===== config.mk =====
export PLATFORM = sky130hd
export DESIGN_NAME = adc_seq
export DESIGN_NICKNAME = d
export VERILOG_FILES = /design/src/rtl/adc_seq.sv
export SDC_FILE = /design/constraint.sdc
export NUM_CORES = 1
export LEC_CHECK = 0
export ABC_AREA = 1
export CORE_ASPECT_RATIO = 1.1
export CORE_UTILIZATION = 51
export CTS_CLUSTER_SIZE = 24
export DETAILED_ROUTE_END_ITERATION = 8
export PLACE_DENSITY_LB_ADDON = 0.25
export SYNTH_ARGS = -nofsm -noshare
export SYNTH_HDL_FRONTEND = slang
export SYNTH_SLANG_ARGS = --single-unit

===== constraint.sdc =====
create_clock -name clk -period 2.35 [get_ports clk]
set_clock_uncertainty 0.15 [all_clocks]
set_input_delay 0.47 -clock clk [delete_from_list [all_inputs] [get_ports clk]]
set_output_delay 0.47 -clock clk [all_outputs]
set_load 0.05 [all_outputs]

===== src/rtl/adc_seq.sv =====
module adc_seq #(
  parameter int DIV    = 2,
  parameter int LIST_N = 8,
  parameter int RW     = 12,
  localparam int IW    = (LIST_N > 1) ? $clog2(LIST_N) : 1
) (
  input  logic                  clk,
  input  logic                  rst_n,
  input  logic                  run,
  input  logic [1:0]            mode,
  input  logic [3*LIST_N-1:0]   chan_list,
  input  logic [IW-1:0]         last_idx,
  input  logic                  single_end,
  input  logic [1:0]            pwr,
  output logic                  sclk,
  output logic                  cs_n,
  output logic                  mosi,
  input  logic                  miso,
  output logic                  res_valid,
  output logic [RW-1:0]         res_data,
  output logic [2:0]            res_chan,
  input  logic                  res_ready
);
  localparam int DW    = (DIV > 1) ? $clog2(DIV) : 1;
  localparam int CBW   = $clog2(RW + 1);
  localparam int CAP_K = 9;

  typedef enum logic [1:0] {ST_IDLE, ST_RUN, ST_DRAIN} st_t;
  st_t st;

  logic [DW-1:0]  div_cnt;
  logic [4:0]     k, flen, mode_len;
  logic [IW-1:0]  ptr;
  logic [6:0]     tx;
  logic [2:0]     cur_ch, cap_ch, nxt_ch;
  logic [7:0]     ctl_byte;
  logic           cap_on, cap_full;
  logic [CBW-1:0] cbit;
  logic [RW-1:0]  cap_sh;
  logic           tick, rise, fall, can_start;

  assign nxt_ch    = chan_list[3*32'(ptr) +: 3];
  assign ctl_byte  = {1'b1, nxt_ch[0], nxt_ch[2:1], 1'b0, single_end, pwr};
  assign mode_len  = (mode == 2'd1) ? 5'd16 : (mode == 2'd2) ? 5'd15 : 5'd24;
  assign tick      = (st != ST_IDLE) && (div_cnt == DW'(DIV - 1));
  assign rise      = tick && !sclk;
  assign fall      = tick && sclk;
  assign can_start = run && !res_valid && !cap_full;

  always_ff @(posedge clk) begin
    if (!rst_n) begin
      st      <= ST_IDLE;
      sclk    <= 1'b0;
      cs_n    <= 1'b1;
      mosi    <= 1'b0;
      div_cnt <= '0;
      k       <= '0;
      flen    <= 5'd24;
      ptr     <= '0;
      tx      <= '0;
      cur_ch  <= '0;
    end else if (st == ST_IDLE) begin
      div_cnt <= '0;
      if (!run) ptr <= '0;
      else if (can_start) begin
        cs_n   <= 1'b0;
        st     <= ST_RUN;
        tx     <= ctl_byte[6:0];
        mosi   <= ctl_byte[7];
        cur_ch <= nxt_ch;
        ptr    <= (ptr == last_idx) ? '0 : ptr + 1'b1;
        k      <= '0;
        flen   <= mode_len;
      end
    end else begin
      div_cnt <= tick ? '0 : div_cnt + 1'b1;
      if (rise) begin
        sclk <= 1'b1;
        if (st == ST_RUN) k <= k + 1'b1;
      end
      if (fall) begin
        sclk <= 1'b0;
        if (st == ST_DRAIN) begin
          if (!cap_on) begin
            st   <= ST_IDLE;
            cs_n <= 1'b1;
          end
        end else if (k == flen) begin
          if (can_start) begin
            tx     <= ctl_byte[6:0];
            mosi   <= ctl_byte[7];
            cur_ch <= nxt_ch;
            ptr    <= (ptr == last_idx) ? '0 : ptr + 1'b1;
            k      <= '0;
            flen   <= mode_len;
          end else if (cap_on) begin
            st   <= ST_DRAIN;
            mosi <= 1'b0;
          end else begin
            st   <= ST_IDLE;
            cs_n <= 1'b1;
            mosi <= 1'b0;
          end
        end else begin
          mosi <= tx[6];
          tx   <= {tx[5:0], 1'b0};
        end
      end
    end
  end

  always_ff @(posedge clk) begin
    if (!rst_n) begin
      cap_on    <= 1'b0;
      cap_full  <= 1'b0;
      cbit      <= '0;
      cap_sh    <= '0;
      cap_ch    <= '0;
      res_valid <= 1'b0;
      res_data  <= '0;
      res_chan  <= '0;
    end else begin
      if (res_valid && res_ready) res_valid <= 1'b0;
      if (cap_full && (!res_valid || res_ready)) begin
        res_valid <= 1'b1;
        res_data  <= cap_sh;
        res_chan  <= cap_ch;
        cap_full  <= 1'b0;
      end
      if (rise) begin
        if (st == ST_RUN && k == 5'(CAP_K)) begin
          cap_on <= 1'b1;
          cbit   <= CBW'(1);
          cap_sh <= {{(RW-1){1'b0}}, miso};
          cap_ch <= cur_ch;
        end else if (cap_on) begin
          cap_sh <= {cap_sh[RW-2:0], miso};
          cbit   <= cbit + 1'b1;
          if (cbit == CBW'(RW - 1)) begin
            cap_on   <= 1'b0;
            cap_full <= 1'b1;
          end
        end
      end
    end
  end
endmodule


==> summary.md, run 1 <==
| Metric | Value |
|---|---|
| Status | `complete, no violations` |
| Area delta synth->final | `28.86%` |
| Final setup TNS | `0 ps` |
| Vias in the first global route | `2902` |
| Top Ports | `56` |
| Max stage delay on crit path | `840 ps` |
| Vias | `3043` |
| CTS Root Cell | `clkbuf_8` |
| Final Hold Fails | `0` |
| Total CTS buffers | `9` |
| Post-synth EDFFs | `0` |
| Reg clk slew, reported paths | `70 ps` |
| Max_cap viols | `0` |
| Slew at the pin closest to its max-slew limit | `509.8 ps` |
| Max-slew violation count | `0` |
| Commonest non-fill, non-tap cell in the layout | `nand2_1` |
| Sink Count | `64` |
| Post-synth ARST share | `0` |
| Initial antenna violation count | `0` |
| Slowest cell on crit path | `clkdlybuf4s50_1` |
| Wirelength per Cell | `11.58 µm` |
| Clk_lat worst skew | `340 ps` |
| Synth Flop Type | `dfxtp_1` |
| Gr usage total | `0.2405` |
| Remaining DRCs | `0` |
| CORE AREA | `5842 µm²` |
| Top delay family on crit path | `buffers and inverters` |
| RePlAce Congestion | `0.9543` |
| Setup CP Type | `reg -> out` |
| Seq/Total Area, Yosys | `0.4099` |
| CP Cell Sequence | `clkdlybuf4s50_1` |
| Starting density of the core | `0.5350` |
| Startpoint types | `flop` |
| Syn Nets | `503` |
| Via density | `5.030` |
| Bufs and invs on worst path | `1` |
| Critical path peak fanout | `4` |
| GR Overflow Total | `0` |
| Final HPWL DP | `5154 µm` |
| Die area | `6446 µm²` |
| Mapped cell area | `3125 µm²` |
| DR pass1 iterations | `4` |
| NumNets Final | `564` |
| Post-route clock period utilization | `0.9548` |
| DRT iter0 DRCs | `155` |
| Pleak | `1.702 nW` |
| Most frequent cells in the layout | `nand2_1, nor2_1, dfxtp_1` |
| Max Clock Freq | `445.7 MHz` |
| # diodes | `0` |
| CTS tree | `yes` |
| Final setup viols | `0` |
| Die X | `76.64 µm` |
| PwrDens | `647.8 nW/µm²` |
| # port buffers | `55` |
| Synth Area per Inst | `6.765 µm²` |
| Critical Path AT | `1620 ps` |
| Synth cell types | `34` |
| Largest net degree at the start of global routing | `33` |
| Hold_ws | `307.0 ps` |
| Flops & latches, synth | `64` |
| First-pass GRT wire length | `12270 µm` |
| Clock Path Buffers | `2` |
| Routed WL | `7007 µm` |
| CTS H-tree depth | `3` |
| Final min period | `2244 ps` |
| Required time of the critical path | `1730 ps` |
| Worst slew margin | `0.6591` |
| Num rows | `29` |
| Layout cells sized above 1 | `0.08523` |
| Die height | `84.11 µm` |
| Reg2reg setup slack | `350 ps` |
| Antenna violation net count after detailed routing | `0` |
| Cells after Synth | `462` |
| Yosys warning count | `0` |
| Crit. End Element | `output pin` |
| VDD IR-drop max | `389.0 µV` |
| RSZ-0062 raised after global routing | `false` |
| Hold Crit Class | `reg -> reg` |
## synthesized netlist by cell type (3+ instances only)
library cell | n | area [µm²]
nand2_1 | 119 | 446.7
nor2_1 | 75 | 281.5
dfxtp_1 | 64 | 1281
inv_1 | 47 | 176.4
a21oi_1 | 37 | 185.2
o21ai_0 | 37 | 185.2
nand3_1 | 22 | 110.1
clkbuf_1 | 11 | 41.29
ha_1 | 4 | 50.05
inv_2 | 4 | 15.01
nor2_4 | 4 | 45.04
o211ai_1 | 4 | 30.03
o21ai_1 | 4 | 20.02
nand4_1 | 3 | 18.77
o22ai_1 | 3 | 18.77
## timing repair
item	4_1_cts	5_1_grt
setup buffers	0	0
hold buffers	0	0
endpoints found under the setup margin	0	1
gates resized for setup	0	1
## registers in the layout, indices dropped and copies added, names as in the netlist, 2 cells and up
signal,count
st,2
res_data,12
cap_ch,3
cur_ch,3
k,5
res_chan,3
flen,3
cbit,4
tx,7
ptr,3
cap_sh,12
## final timing paths
path                   from        end  cells after the start
setup reg to reg       k[1]    cbit[2]                     11
setup / recovery  res_valid  res_valid                      1
hold / removal    cur_ch[1]  cap_ch[1]                      2
hold reg to reg   cur_ch[1]  cap_ch[1]                      2
## worst register-to-register path, cell delays in order, from the launching register on
cell and delay (ps):
dfxtp_1 400, inv_1 80, ha_1 180, nand2_1 60, nor2_1 40, nand3_1 180
nor2_4 110, nor2_4 310, clkinv_2 170, nand3_1 100, nand2_1 50, a21oi_1 110
## per-stage QoR
stage / utilization / setup WS (ps) / instance area, µm² / instances / power [mW]
3_5_place_dp: 0.6457 / 134.6 / 3772 / 589 / 1.447
5_1_grt: 0.6894 / 65.81 / 4028 / 605 / 2.716
6_report: 0.6894 / 106.3 / 4028 / 605 / 2.609
3_3_place_gp: 0.6457 / 225.7 / 3772 / 589 / 1.442
2_1_floorplan: - / 512.3 / 3126 / 462 / 1.329
4_1_cts: 0.6890 / 31.55 / 4025 / 605 / 2.624
## final cells by class
cell class                      instances  area [µm²]
Timing Repair Buffer                   64       620.6
Clock buffer                           10       137.6
Inverter                               54       206.4
Sequential cell                        64        1281
Multi-Input combinational cell        330        1570
Fill cell                             509        1814
Tap cell                               77       96.34
Clock inverter                          6       115.1
## power breakdown
part           internal (mW)  total (mW)  switching, mW
Combinational          0.130       0.298          0.168
Sequential              1.11        1.12         0.0160
Clock                  0.739        1.19          0.449
## routing by layer
| metal | vias to the layer above | share of wire | track usage |
|---|---|---|---|
| li1 | 1590 | - | - |
| met1 | 1352 | 0.44 | 0.2830 |
| met2 | 79 | 0.48 | 0.3997 |
| met3 | 22 | 0.041 | 0.04372 |
| met4 | 0 | 0.036 | 0.1608 |
| met5 | - | 0 | 0 |
## kinds of logic (layout without fill, tap and decap cells)
logic type	after synthesis	in the layout	synth area share
AO/OA/AOI/OAI	88	88	0.1485
buffers and inverters	68	134	0.08767
XOR/XNOR	3	3	0.008408
flip-flops	64	64	0.4099
AND/OR/NAND/NOR	234	234	0.3263
adder cells (fa/ha/maj)	4	4	0.01601
multiplexers	1	1	0.003203
No activity file was read; power rests on OpenSTA's default activity.
==> run 2, diff against run 1 <==
--- a/config.mk
+++ b/config.mk
@@ -10,7 +10,7 @@
 export CORE_UTILIZATION = 51
 export CTS_CLUSTER_SIZE = 24
 export DETAILED_ROUTE_END_ITERATION = 8
-export PLACE_DENSITY_LB_ADDON = 0.25
+export PLACE_DENSITY = 0.88
 export SYNTH_ARGS = -nofsm -noshare
 export SYNTH_HDL_FRONTEND = slang
 export SYNTH_SLANG_ARGS = --single-unit
==> run 2 against run 1 <==
Global-route usage about the same. Combinational power is essentially flat. Via count increased by 2.7%. Critical path depth is the same. Sequential power hardly changed. Die area unchanged. Critical endpoint is now sclk.
==> summary.md, run 2 (synthesis results as in run 1) <==
| Metric | Value |
|---|---|
| PwrDens | `625.1 nW/µm² (-3.5%)` |
| First-pass GRT wire length | `12440 µm (+1.4%)` |
| Hold_ws | `294.6 ps (-12.41 ps)` |
| Most frequent cells in the layout | `nand2_1, nor2_1, dfxtp_1` |
| Via density | `5.165 (+2.7%)` |
| NumNets Final | `564 (unchanged)` |
| Post-cts sizing count | `0 (unchanged)` |
| CP Cell Sequence | `clkdlybuf4s50_1` |
| Hold Crit Class | `reg -> reg` |
| Final setup viols | `0 (unchanged)` |
| Max Clock Freq | `435.8 MHz (-2.2%)` |
| Status | `complete, no violations` |
| CTS H-tree depth | `3 (unchanged)` |
| Final Hold Fails | `0 (unchanged)` |
| Worst Reg-to-Reg Cells | `11 (unchanged)` |
| Total CTS buffers | `9 (unchanged)` |
| Max_cap viols | `0 (unchanged)` |
| Critical path depth | `1 (unchanged)` |
| Post-CTS setup buffer count | `0 (unchanged)` |
| Routed WL | `7184 µm (+2.5%)` |
| Vias | `3125 (+2.7%)` |
| Critical path peak fanout | `5 (+1)` |
| Gr usage total | `0.2408 (+0.0003051)` |
| Placed Area | `3772 µm² (unchanged)` |
| Regs by FF count | `cap_sh x12, res_data x12, tx x7` |
| Die height | `84.11 µm (unchanged)` |
| # port buffers | `55 (unchanged)` |
| Required time of the critical path | `1730 ps (about the same)` |
| Clk_lat worst skew | `350 ps (about the same)` |
| Reg2reg setup slack | `360 ps (about the same)` |
| Final instance area | `4001 µm² (-0.65%)` |
| Worst Setup EP | `sclk` |
| RePlAce Congestion | `0.9775 (+2.4%)` |
| Crit. End Element | `output pin` |
| # diodes | `0 (unchanged)` |
| Remaining DRCs | `0 (unchanged)` |
| Area delta synth->final | `28.02%` |
| Worst r2r src | `k[3]` |
| Post-route clock period utilization | `0.9765 (+0.02175)` |
| GR Overflow Total | `0 (unchanged)` |
| Clock Path Buffers | `2 (unchanged)` |
| Final min period | `2295 ps (+51.12 ps)` |
| Startpoint types | `flop` |
| Bufs and invs on worst path | `1 (unchanged)` |
| Antenna violation net count after detailed routing | `0 (unchanged)` |
| CTS hold repair buffers | `0 (unchanged)` |
| Num rows | `29 (unchanged)` |
| Cells after DPL | `589 (unchanged)` |
| Top delay family on crit path | `buffers and inverters` |
| VDD IR-drop max | `422.7 µV (+8.7%)` |
| Wirelength per Cell | `11.87 µm (+2.5%)` |
| Slew at the pin closest to its max-slew limit | `550.2 ps (+40.35 ps)` |
| RSZ-0062 raised after global routing | `false` |
| Sink Count | `64 (unchanged)` |
| Final HPWL DP | `5365 µm (+4.1%)` |
| Starting density of the core | `0.5350 (unchanged)` |
| CTS tree | `yes` |
| DRT iter0 DRCs | `242 (+56%)` |
| Non-Filler Instances | `605 (unchanged)` |
| Total power | `2.501 mW (-4.1%)` |
| CORE AREA | `5842 µm² (unchanged)` |
| Worst r2r dst | `cur_ch[1]` |
| Reg clk slew, reported paths | `70 ps (about the same)` |
| Worst slew margin | `0.6328 (-0.02624)` |
| Final setup TNS | `0 ps (unchanged)` |
| Critical Path AT | `1670 ps (+50 ps)` |
| CTS Root Cell | `clkbuf_8` |
| Pleak | `1.677 nW (-1.4%)` |
| Largest net degree at the start of global routing | `33 (unchanged)` |
| Die area | `6446 µm² (unchanged)` |
| Vias in the first global route | `3006 (+3.6%)` |
| Die X | `76.64 µm (unchanged)` |
| Slowest cell on crit path | `clkdlybuf4s50_1` |
| Layout cells sized above 1 | `0.08523 (unchanged)` |
| DR pass1 iterations | `5 (+1)` |
| Crit path from | `sclk` |
| Max stage delay on crit path | `860 ps (+20 ps)` |
| Initial antenna violation count | `0 (unchanged)` |
| Commonest non-fill, non-tap cell in the layout | `nand2_1` |
| Max-slew violation count | `0 (unchanged)` |
| Top Ports | `56 (unchanged)` |
| Setup CP Type | `reg -> out` |
run 2: routing by layer:
layer,global-route usage,part of all wire,up-vias
met5,0,0,-
li1,-,-,1600
met2,0.4439,0.52,103
met3,0.06448,0.049,20
met1,0.2552,0.41,1402
met4,0.1066,0.025,0
run 2: final cells by class:
cell class                      instances  area, µm²
Fill cell                             506       1841
Multi-Input combinational cell        330       1570
Sequential cell                        64       1281
Timing Repair Buffer                   64      618.1
Inverter                               54      206.4
Clock buffer                           10      137.6
Tap cell                               77      96.34
Clock inverter                          6      91.34
run 2: worst min path at each step:
stage	from	endpoint	slack (ps)	depth (start not counted)
floorplan	cur_ch[1]	cap_ch[1]	270	2
global placement	cur_ch[1]	cap_ch[1]	290	2
detailed placement	cur_ch[1]	cap_ch[1]	290	2
CTS	cur_ch[1]	cap_ch[1]	290	2
global route	cur_ch[1]	cap_ch[1]	330	2
finish	cur_ch[1]	cap_ch[1]	290	2
run 2: stage by stage:
step	utilization	setup slack (ps)
floorplan	-	512.3
global placement	0.6457	193.1
detailed placement	0.6457	142.6
CTS	0.6849	51.46
global route	0.6849	20.78
finish	0.6849	55.20
run 2: where the power goes:
part	internal (mW)	total (mW)	switching [mW]	leakage (nW)
combinational	0.130	0.300	0.170	1.04
sequential	1.11	1.13	0.0175	0.518
clock	0.631	1.07	0.444	0.117
==> run 3, diff against run 2 <==
--- a/config.mk
+++ b/config.mk
@@ -8,6 +8,8 @@
 export ABC_AREA = 1
 export CORE_ASPECT_RATIO = 1.1
 export CORE_UTILIZATION = 51
+export CTS_BUF_LIST = sky130_fd_sc_hd__clkbuf_4
+export CTS_CLUSTER_DIAMETER = 100
 export CTS_CLUSTER_SIZE = 24
 export DETAILED_ROUTE_END_ITERATION = 8
 export PLACE_DENSITY = 0.88
==> run 3 against run 2 <==
Maximum frequency up 0.57%. Clock power is 21% lower. Cell area decreased by 1.7%. First-iteration DRC count shrank 19%. Register-to-register slack lost 40 ps. Via count about the same. Sequential cell count unchanged. Clock-buffer cell count down 1. Die area stayed put. Non-clock buffer count unchanged. Sequential share of layout area grew 0.55 points. Global-route usage down 0.39 points. Critical endpoint is now res_valid. Largest cell class unchanged. Largest power group unchanged.
==> summary.md, run 3 (synthesis results as in run 1) <==
| Metric | Value |
|---|---|
| Final setup viols | `0 (unchanged)` |
| Total CTS buffers | `9 (unchanged)` |
| Most frequent cells in the layout | `nand2_1, nor2_1, dfxtp_1` |
| Top Ports | `56 (unchanged)` |
| Max-slew violation count | `0 (unchanged)` |
| Layout cells sized above 1 | `0.08333 (-0.001894)` |
| Top delay family on crit path | `buffers and inverters` |
| PwrDens | `579.0 nW/µm² (-7.4%)` |
| Startpoint types | `flop` |
| Bufs and invs on worst path | `1 (unchanged)` |
| First-pass GRT wire length | `12340 µm (-0.83%)` |
| Final setup TNS | `0 ps (unchanged)` |
| Final HPWL DP | `5365 µm (unchanged)` |
| Post-cts sizing count | `1 (+1)` |
| VDD IR-drop max | `418.8 µV (-0.94%)` |
| Clock power frac | `0.373 (-0.057)` |
| Non-Filler Instances | `605 (unchanged)` |
| Starting density of the core | `0.5350 (unchanged)` |
| Antenna violation net count after detailed routing | `0 (unchanged)` |
| DR pass1 iterations | `5 (unchanged)` |
| Pint | `1.672 mW (-11%)` |
| RSZ-0062 raised after global routing | `false` |
| CTS Root Cell | `clkbuf_4` |
| CTS hold repair buffers | `0 (unchanged)` |
| Status | `complete, no violations` |
| CTS tree | `yes` |
| Area delta synth->final | `25.86%` |
| RePlAce Congestion | `0.9775 (unchanged)` |
| Die X | `76.64 µm (unchanged)` |
| CTS H-tree depth | `3 (unchanged)` |
| Vias in the first global route | `2980 (-0.86%)` |
| Final Hold Fails | `0 (unchanged)` |
| Clk_lat worst skew | `410 ps (+60 ps)` |
| Remaining DRCs | `0 (unchanged)` |
| Sink Count | `64 (unchanged)` |
| CORE AREA | `5842 µm² (unchanged)` |
| Die height | `84.11 µm (unchanged)` |
| Crit. End Element | `output pin` |
| Max_cap viols | `0 (unchanged)` |
| DRT iter0 DRCs | `197 (-19%)` |
| Final instance area | `3934 µm² (-1.7%)` |
| Required time of the critical path | `1730 ps (about the same)` |
| Critical path peak fanout | `4 (-1)` |
| Commonest non-fill, non-tap cell in the layout | `nand2_1` |
| CP Cell Sequence | `clkdlybuf4s50_1` |
| NumNets Final | `564 (unchanged)` |
| # diodes | `0 (unchanged)` |
| Total power | `2.278 mW (-8.9%)` |
| Hold Crit Class | `reg -> reg` |
| Clock Path Buffers | `2 (unchanged)` |
| Max stage delay on crit path | `830 ps (-30 ps)` |
| Net Sw Frac | `0.2662 (+0.01364)` |
| Slew at the pin closest to its max-slew limit | `562.2 ps (+12.06 ps)` |
| Critical Path AT | `1660 ps (about the same)` |
| Post-CTS setup buffer count | `0 (unchanged)` |
| Post-route clock period utilization | `0.9710 (-0.005497)` |
| Placed Area | `3772 µm² (unchanged)` |
| Routed WL | `7143 µm (-0.57%)` |
| Switch Pwr | `0.6062 mW (-4.0%)` |
| Slowest cell on crit path | `clkdlybuf4s50_1` |
| Wirelength per Cell | `11.81 µm (-0.57%)` |
| Logic pwr share | `0.132 (+0.012)` |
| # port buffers | `55 (unchanged)` |
| Worst slew margin | `0.6248 (-0.008051)` |
| Pleak | `1.653 nW (-1.4%)` |
| Max Clock Freq | `438.2 MHz (+0.57%)` |
| Vias | `3126 (+0.032%)` |
| Final min period | `2282 ps (-12.92 ps)` |
| Sequential share of power | `0.494 (+0.044)` |
| Die area | `6446 µm² (unchanged)` |
| Largest net degree at the start of global routing | `33 (unchanged)` |
| Post-layout util | `0.6734 (-0.01156)` |
| Filler cells | `524 (+3.6%)` |
| Num rows | `29 (unchanged)` |
| Reg clk slew, reported paths | `110 ps (+40 ps)` |
| Regs by FF count | `cap_sh x12, res_data x12, tx x7` |
| GR Overflow Total | `0 (unchanged)` |
| Initial antenna violation count | `0 (unchanged)` |
| Via density | `5.167 (about the same)` |
| Cells after DPL | `589 (unchanged)` |
| Setup CP Type | `reg -> out` |
| Gr usage total | `0.2368 (-0.003940)` |
==> run 3: changes by cell type in the layout (fill, tap and decap cells not counted) <==
cell,before,now
clkbuf_4,0,9
clkbuf_8,10,0
clkdlybuf4s50_1,55,54
clkinv_1,1,2
dlygate4sd2_1,0,1
==> run 3: power groups by stage <==
stage	Combinational, mW	Sequential [mW]	Clock, mW
final	0.302	1.13	0.850
after global routing	0.334	1.13	0.902
after CTS	0.299	1.13	0.856
after detailed placement	0.298	1.15	0
after global placement	0.290	1.15	0
after floorplan	0.167	1.16	0
==> run 3: through the flow <==
stage | setup WS (ps) | hold WS [ps]
finish | 68.12 | 300.3
global placement | 193.1 | 289.1
floorplan | 512.3 | 270.6
CTS | 55.82 | 299.6
detailed placement | 142.6 | 289.3
global route | 33.67 | 337.6
==> run 3: path summary, 6_finish.rpt <==
path                to      start  slack, ps  depth (start not counted)
max          res_valid  res_valid         70                          1
min          cap_ch[1]  cur_ch[1]        300                          2
max reg2reg  cur_ch[1]       k[3]        320                         11
min reg2reg  cap_ch[1]  cur_ch[1]        300                          2
==> run 3: routing by layer <==
| metal | track usage | part of all wire | vias up |
|---|---|---|---|
| li1 | - | - | 1596 |
| met1 | 0.2559 | 0.41 | 1399 |
| met2 | 0.4390 | 0.52 | 119 |
| met3 | 0.04590 | 0.055 | 12 |
| met4 | 0.1154 | 0.018 | 0 |
| met5 | 0 | 0 | - |
==> run 3: layout make-up <==
class | instances | area [µm²] | share of cell area
Clock buffer | 9 | 67.56 | 0.01718
Timing Repair Buffer | 64 | 616.8 | 0.1568
Multi-Input combinational cell | 330 | 1570 | 0.3992
Inverter | 54 | 206.4 | 0.05248
Clock inverter | 7 | 95.09 | 0.02417
Sequential cell | 64 | 1281 | 0.3257
Tap cell | 77 | 96.34 | 0.02449
==> run 3: tightest hold or removal path, delay by kind of cell, from the launching register on <==
kind,cells,cell delay (ps)
AOI/OAI and AO/OA,1,50
buffers and inverters,1,50
DFF,1,320
